File: src/rtl/status_spi_pkg.sv
package status_spi_pkg;

  typedef enum logic [2:0] {
    S_IDLE,
    S_LOAD,
    S_GAP,
    S_HIGH,
    S_LOW,
    S_LATCH
  } phase_t;

  // One-cycle commands from the sequencer to the shift datapath
  typedef struct packed {
    logic loadWord;   // snapshot status inputs into the transmit register
    logic shiftOut;   // present next transmit bit (SPI clock rises)
    logic sampleIn;   // capture MISO (SPI clock falls)
    logic commit;     // publish received flags (latch strobe ends)
  } dpStrobes_t;

endpackage

File: src/rtl/status_spi_ctrl.sv
module status_spi_ctrl
  import status_spi_pkg::*;
#(
  parameter int HALF_DIV       = 3,
  parameter int FRAME_BITS     = 20,
  parameter int REFRESH_CYCLES = 200
) (
  input  logic       clk,
  input  logic       rst,
  output logic       sclk,
  output logic       loadEn,
  output logic       latchEn,
  output dpStrobes_t strobes
);

  localparam int HALF_W = (HALF_DIV > 1) ? $clog2(HALF_DIV) : 1;
  localparam int BIT_W  = $clog2(FRAME_BITS + 1);
  localparam int REF_W  = (REFRESH_CYCLES > 1) ? $clog2(REFRESH_CYCLES) : 1;
  localparam logic [HALF_W-1:0] HALF_LAST = HALF_W'(HALF_DIV - 1);
  localparam logic [BIT_W-1:0]  BITS_ALL  = BIT_W'(FRAME_BITS);
  localparam logic [REF_W-1:0]  REF_LAST  = REF_W'(REFRESH_CYCLES - 1);

  phase_t            state, stateNext;
  logic [HALF_W-1:0] halfCnt;
  logic [BIT_W-1:0]  bitCnt;
  logic [REF_W-1:0]  refCnt;
  logic              halfEnd, frameGo;

  assign halfEnd = (halfCnt == HALF_LAST);
  assign frameGo = (state == S_IDLE) && (refCnt == '0);

  always_comb begin
    stateNext = state;
    unique case (state)
      S_IDLE:  if (frameGo) stateNext = S_LOAD;
      S_LOAD:  if (halfEnd) stateNext = S_GAP;
      S_GAP:   if (halfEnd) stateNext = S_HIGH;
      S_HIGH:  if (halfEnd) stateNext = S_LOW;
      S_LOW:   if (halfEnd) stateNext = (bitCnt == BITS_ALL) ? S_LATCH : S_HIGH;
      S_LATCH: if (halfEnd) stateNext = S_IDLE;
      default: stateNext = S_IDLE;
    endcase
  end

  always_ff @(posedge clk) begin
    if (rst) begin
      state   <= S_IDLE;
      halfCnt <= '0;
      bitCnt  <= '0;
      refCnt  <= '0;
    end else begin
      state   <= stateNext;
      halfCnt <= (stateNext != state || state == S_IDLE) ? '0 : halfCnt + 1'b1;
      if (state == S_LOAD)
        bitCnt <= '0;
      else if (state == S_HIGH && halfEnd)
        bitCnt <= bitCnt + 1'b1;
      refCnt  <= (refCnt == '0) ? REF_LAST : refCnt - 1'b1;
    end
  end

  assign sclk    = (state == S_HIGH);
  assign loadEn  = (state == S_LOAD);
  assign latchEn = (state == S_LATCH);

  always_comb begin
    strobes          = '0;
    strobes.loadWord = frameGo;
    strobes.shiftOut = halfEnd && (state == S_GAP || (state == S_LOW && bitCnt != BITS_ALL));
    strobes.sampleIn = halfEnd && (state == S_HIGH);
    strobes.commit   = halfEnd && (state == S_LATCH);
  end

  // ---------------- timing checks on the strobe and clock pins ----------------
  logic prevSclk, prevLoad, prevLatch, firstPending, seenLoad;
  int   sinceLoad, sinceRise, risesSeen;
  logic riseDet, fallDet, loadDet, latchDet;

  assign riseDet  = sclk && !prevSclk;
  assign fallDet  = !sclk && prevSclk;
  assign loadDet  = loadEn && !prevLoad;
  assign latchDet = latchEn && !prevLatch;

  always_ff @(posedge clk) begin
    if (rst) begin
      prevSclk     <= 1'b0;
      prevLoad     <= 1'b0;
      prevLatch    <= 1'b0;
      firstPending <= 1'b0;
      seenLoad     <= 1'b0;
      sinceLoad    <= 0;
      sinceRise    <= 0;
      risesSeen    <= 0;
    end else begin
      prevSclk  <= sclk;
      prevLoad  <= loadEn;
      prevLatch <= latchEn;
      sinceLoad <= loadDet ? 0 : sinceLoad + 1;
      sinceRise <= riseDet ? 0 : sinceRise + 1;
      if (loadDet) begin
        risesSeen    <= 0;
        firstPending <= 1'b1;
        seenLoad     <= 1'b1;
      end else if (riseDet) begin
        risesSeen    <= risesSeen + 1;
        firstPending <= 1'b0;
      end
    end
  end

  assert_rise_count_R1: assert property (@(posedge clk) disable iff (rst)
    latchDet |-> risesSeen == FRAME_BITS);

  assert_load_setup_R6: assert property (@(posedge clk) disable iff (rst)
    (riseDet && firstPending) |-> sinceLoad == 2*HALF_DIV - 1);

  assert_latch_delay_R7: assert property (@(posedge clk) disable iff (rst)
    latchDet |-> sinceRise == 2*HALF_DIV - 1);

  assert_high_width_R8: assert property (@(posedge clk) disable iff (rst)
    fallDet |-> sinceRise == HALF_DIV - 1);

  assert_refresh_period_R9: assert property (@(posedge clk) disable iff (rst)
    (loadDet && seenLoad) |-> sinceLoad == REFRESH_CYCLES - 1);

endmodule

File: src/rtl/status_spi_dp.sv
module status_spi_dp
  import status_spi_pkg::*;
#(
  parameter int PORTS   = 6,
  parameter int FW_BITS = 2
) (
  input  logic               clk,
  input  logic               rst,
  input  dpStrobes_t         strobes,
  input  logic [FW_BITS-1:0] fwStatus,
  input  logic [PORTS-1:0]   linkUp,
  input  logic [PORTS-1:0]   portActive,
  input  logic [PORTS-1:0]   xcvrEnable,
  input  logic               spiMiso,
  output logic               spiMosi,
  output logic [PORTS-1:0]   sfpPresentN
);

  localparam int WORD_BITS = FW_BITS + 3 * PORTS;
  localparam int SFP_LO    = 2 * PORTS;
  // Received bits above the flag field simply fall off the top
  localparam int RX_BITS   = SFP_LO + PORTS;

  logic [WORD_BITS-1:0] txWord, txShift;
  logic [RX_BITS-1:0]   rxShift;

  assign txWord = {fwStatus, linkUp, portActive, xcvrEnable};

  always_ff @(posedge clk) begin
    if (rst) begin
      txShift     <= '0;
      rxShift     <= '0;
      spiMosi     <= 1'b0;
      sfpPresentN <= '1;
    end else begin
      if (strobes.loadWord)
        txShift <= txWord;
      else if (strobes.shiftOut) begin
        spiMosi <= txShift[WORD_BITS-1];
        txShift <= {txShift[WORD_BITS-2:0], 1'b0};
      end
      if (strobes.sampleIn)
        rxShift <= {rxShift[RX_BITS-2:0], spiMiso};
      if (strobes.commit)
        sfpPresentN <= rxShift[SFP_LO +: PORTS];
    end
  end

endmodule

File: src/rtl/status_spi_master.sv
module status_spi_master
  import status_spi_pkg::*;
#(
  parameter int PORTS          = 6,
  parameter int FW_BITS        = 2,
  parameter int HALF_DIV       = 3,
  parameter int REFRESH_CYCLES = 200
) (
  input  logic               clk,
  input  logic               rst,
  input  logic [FW_BITS-1:0] fwStatus,
  input  logic [PORTS-1:0]   linkUp,
  input  logic [PORTS-1:0]   portActive,
  input  logic [PORTS-1:0]   xcvrEnable,
  input  logic               spiMiso,
  output logic               spiSclk,
  output logic               spiMosi,
  output logic               spiLoadEn,
  output logic               spiLatchEn,
  output logic [PORTS-1:0]   sfpPresentN
);

  localparam int FRAME_BITS = FW_BITS + 3 * PORTS;

  dpStrobes_t strobes;

  status_spi_ctrl #(
    .HALF_DIV      (HALF_DIV),
    .FRAME_BITS    (FRAME_BITS),
    .REFRESH_CYCLES(REFRESH_CYCLES)
  ) i_ctrl (
    .clk    (clk),
    .rst    (rst),
    .sclk   (spiSclk),
    .loadEn (spiLoadEn),
    .latchEn(spiLatchEn),
    .strobes(strobes)
  );

  status_spi_dp #(
    .PORTS  (PORTS),
    .FW_BITS(FW_BITS)
  ) i_dp (
    .clk        (clk),
    .rst        (rst),
    .strobes    (strobes),
    .fwStatus   (fwStatus),
    .linkUp     (linkUp),
    .portActive (portActive),
    .xcvrEnable (xcvrEnable),
    .spiMiso    (spiMiso),
    .spiMosi    (spiMosi),
    .sfpPresentN(sfpPresentN)
  );

  assert_mosi_on_rise_R3: assert property (@(posedge clk) disable iff (rst)
    !$rose(spiSclk) |-> $stable(spiMosi));

  assert_flags_at_latch_end_R4: assert property (@(posedge clk) disable iff (rst)
    !$fell(spiLatchEn) |-> $stable(sfpPresentN));

endmodule

File: config.mk
export PLATFORM = sky130hd
export DESIGN_NAME = status_spi_master
export DESIGN_NICKNAME = d
export VERILOG_FILES = /design/src/rtl/status_spi_pkg.sv /design/src/rtl/status_spi_ctrl.sv /design/src/rtl/status_spi_dp.sv /design/src/rtl/status_spi_master.sv
export SDC_FILE = /design/constraint.sdc
export NUM_CORES = 1
export LEC_CHECK = 0
export BUFFER_PORTS_ARGS = -buffer_cell sky130_fd_sc_hd__buf_2
export CORE_ASPECT_RATIO = 0.9
export CORE_UTILIZATION = 64
export CTS_BUF_LIST = sky130_fd_sc_hd__clkbuf_4 sky130_fd_sc_hd__clkbuf_8
export DETAILED_ROUTE_END_ITERATION = 7
export PLACE_DENSITY = 0.87
export SYNTH_ARGS = -nofsm -noshare
export SYNTH_HDL_FRONTEND = slang
export SYNTH_SLANG_ARGS = --single-unit
export TNS_END_PERCENT = 20
File: constraint.sdc
create_clock -name clk -period 5.25 [get_ports clk]
set_clock_uncertainty 0.2 [all_clocks]
set_input_delay 1.05 -clock clk [delete_from_list [all_inputs] [get_ports clk]]
set_output_delay 1.05 -clock clk [all_outputs]
set_load 0.05 [all_outputs]
==> flow_summary.json <==
{
  "drive_gt1_share_pct": 14.8,
  "synth.area.top_cells": "dfxtp_1, a21oi_1, nand2_1, o22a_1, inv_1",
  "route.detailed.drc": 3,
  "worst_ep_required_time_ns": 4.00,
  "syn_inst": 338,
  "wl_um": 4880,
  "cts_tree": "yes",
  "overflow": 0,
  "clock_latency_ns": 0.33,
  "viasPerCell": 5.40,
  "io_buffers": 32,
  "grt_pass1_vias": 1966,
  "cts_root_buf": "clkbuf_8",
  "rsz0062_at_grt": "no",
  "cts_buffer_depth": 2,
  "holdWs_ns": 0.210,
  "synth_top_cell_area_share_pct": 45.5,
  "cp-end-kind": "output port",
  "h-tree-depth": 3,
  "tightest_slew_ns": 0.998,
  "busiest_layer": "met2",
  "vias": 2197,
  "hold_viol": 0,
  "ys_ff_latch": 63,
  "grt_pass1_wl_um": 8330,
  "nets": 385,
  "numCtsBuffers": 9,
  "detail-route-antenna-nets": 0,
  "post_cts_resized": 0,
  "dp_hpwl_um": 3000,
  "min_period_over_period_pct": 53.3,
  "io_pins": 33,
  "ff2ff_setup_slack_ns": 2.71,
  "peakVddDrop_mv": 0.313,
  "path_clk_slew_ns": 0.06,
  "synth_area_leader_cell": "dfxtp_1",
  "synth.distinct_cells": 42,
  "die_x_um": 71.4,
  "worst_ep_arrival_time_ns": 1.55,
  "grt_use_met3_pct": 8.86,
  "postSynthAreaPerCell_um2": 8.20,
  "tns_ns": 0,
  "cts.sinks": 63,
  "drtIter0Drc": 129,
  "period_minus_slack_ns": 2.80,
  "yosys_warnings": 0,
  "status": "finished with violations",
  "post-place-cells": 394,
  "power_density_nw_per_um2": 420,
  "cp-start-kind": "register",
  "maxCapViolations": 0,
  "grt_max_degree": 59,
  "slew_violations": 0,
  "n_antenna_cell": 0,
  "antenna_found_initial": 0,
  "violations": "DRC",
  "maxSlewHeadroom_pct": 33.4,
  "crit_type": "reg2out",
  "start_util_pct": 67.5,
  "crit_fanout": 10,
  "cts_setup_buffers": 0,
  "grtUsageMet1_pct": 28.4,
  "fmax_mhz": 358,
  "die_y_um": 64.4,
  "total_leakage_power_uw": 0.00117,
  "pre_cts_ws_ns": 2.78,
  "min_path_type": "reg2reg",
  "setup_viol": 0,
  "drtPass1Iterations": 6,
  "rows": 22,
  "worst_slack_ns": 2.45,
  "synth_area_um2": 2770,
  "synthToLayoutAreaGrowth_pct": 9.44,
  "dieArea_um2": 4600,
  "wire_per_inst_um": 12.0,
  "cts_hold_buf": 0,
  "finalNonFillerCells": 407,
  "seq_area_frac_synth_pct": 45.5,
  "core_um2": 4100,
  "grt_use_met2_pct": 38.2,
  "syn_nets": 366,
  "grt_use_total_pct": 23.7,
  "gp_congestion": 0.719
}
final cells by class:
| cell class | count | area (µm²) |
|---|---|---|
| clock buffer | 11 | 145 |
| clock inverter | 2 | 10.0 |
| fill | 342 | 1070 |
| inverter | 43 | 161 |
| multi-input combinational | 208 | 1230 |
| sequential | 63 | 1260 |
| tap | 48 | 60.1 |
| timing repair buffer | 32 | 160 |
metrics by stage:
stage | cell area [µm²] | total power, µW | util [%]
floorplan | 2770 | 887 | -
global placement | 2880 | 915 | 70.1
detailed placement | 2880 | 929 | 70.1
CTS | 3030 | 1280 | 73.9
global route | 3030 | 1350 | 73.9
finish | 3030 | 1270 | 73.9
flip-flops by register name (all words and copies together) (netlist names):
register,flops
i_dp.txShift,20
i_dp.rxShift,18
i_ctrl.refCnt,8
i_dp.sfpPresentN,6
i_ctrl.bitCnt,5
i_ctrl.state,3
i_ctrl.halfCnt,2
i_dp.spiMosi,1
final timing paths:
path | start | endpoint | depth (start not counted)
setup / recovery | i_ctrl.state[2] | spiLatchEn | 3
hold / removal | i_ctrl.halfCnt[0] | i_ctrl.halfCnt[0] | 1
setup reg to reg | i_ctrl.refCnt[0] | i_dp.txShift[14] | 6
hold reg to reg | i_ctrl.halfCnt[0] | i_ctrl.halfCnt[0] | 1
synth_stat cells:
| cell | instances |
|---|---|
| nand3b_1 | 6 |
| and2b_1 | 1 |
| xor2_1 | 5 |
| ha_1 | 5 |
| o31ai_1 | 1 |
| and4bb_2 | 1 |
| clkbuf_1 | 10 |
| a31oi_2 | 1 |
| nand3_1 | 23 |
| nand4b_1 | 2 |
| nor2b_1 | 2 |
| nor4_2 | 1 |
| and2_1 | 3 |
| o21ai_0 | 2 |
| buf_2 | 10 |
| nor4_4 | 1 |
| a311oi_1 | 1 |
| nand2_1 | 56 |
| nor3b_1 | 1 |
| nor3_2 | 1 |
| xnor2_1 | 2 |
| and3b_1 | 1 |
| or2_2 | 1 |
| nor2_1 | 12 |
| and4b_1 | 1 |
| a21oi_1 | 44 |
| dfxtp_1 | 63 |
| o21a_1 | 2 |
| clkbuf_2 | 1 |
| nand3_2 | 1 |
| o22a_1 | 19 |
| buf_4 | 1 |
| nor3_1 | 3 |
| nand4_1 | 2 |
| a221oi_1 | 1 |
| or4_4 | 1 |
| a211oi_1 | 2 |
| and3_1 | 1 |
| mux2i_1 | 1 |
| buf_6 | 2 |
| inv_1 | 43 |
| a2111o_1 | 1 |
critical path, stage by stage (launching register included):
cell and delay (ns):
dfxtp_1 0.48, and2b_1 0.31, and2_1 0.17, buf_2 0.26
metal layers:
layer  vias up  share of wire, %
met5         -                 0
met4         0               1.4
met3         6               4.3
met2        45                44
met1       990                50
li1       1156                 -
where the power goes:
group          leakage, µW  switching, µW  total (µW)  internal, µW
registers         0.000511           62.0         610           548
clock network    0.0000843            170         349           180
logic             0.000577            176         313           137
total              0.00117            408        1270           865
cell families after synthesis:
family,share of synthesized area [%]
AO/OA/AOI/OAI,17.2
XOR/XNOR,2.21
adder cells (fa/ha/maj),2.26
buffers and inverters,10.3
flip-flops,45.5
multiplexers,0.361
AND/OR/NAND/NOR,22.2
layout by cell type, fill, tap and decap left out, types with 2 or more instances in the layout:
cell,count
buf_2,32
nor2_1,12
nand3b_1,6
nand4_1,2
xnor2_1,2
a21oi_1,44
dfxtp_1,63
nand2_1,56
and2_1,3
o22a_1,19
nor3_1,3
o21a_1,2
inv_1,43
nand3_1,23
clkinv_2,2
clkbuf_8,10
nor2b_1,2
xor2_1,5
ha_1,5
a211oi_1,2
nand4b_1,2
o21ai_0,2
No activity file was read; power rests on OpenSTA's default activity.
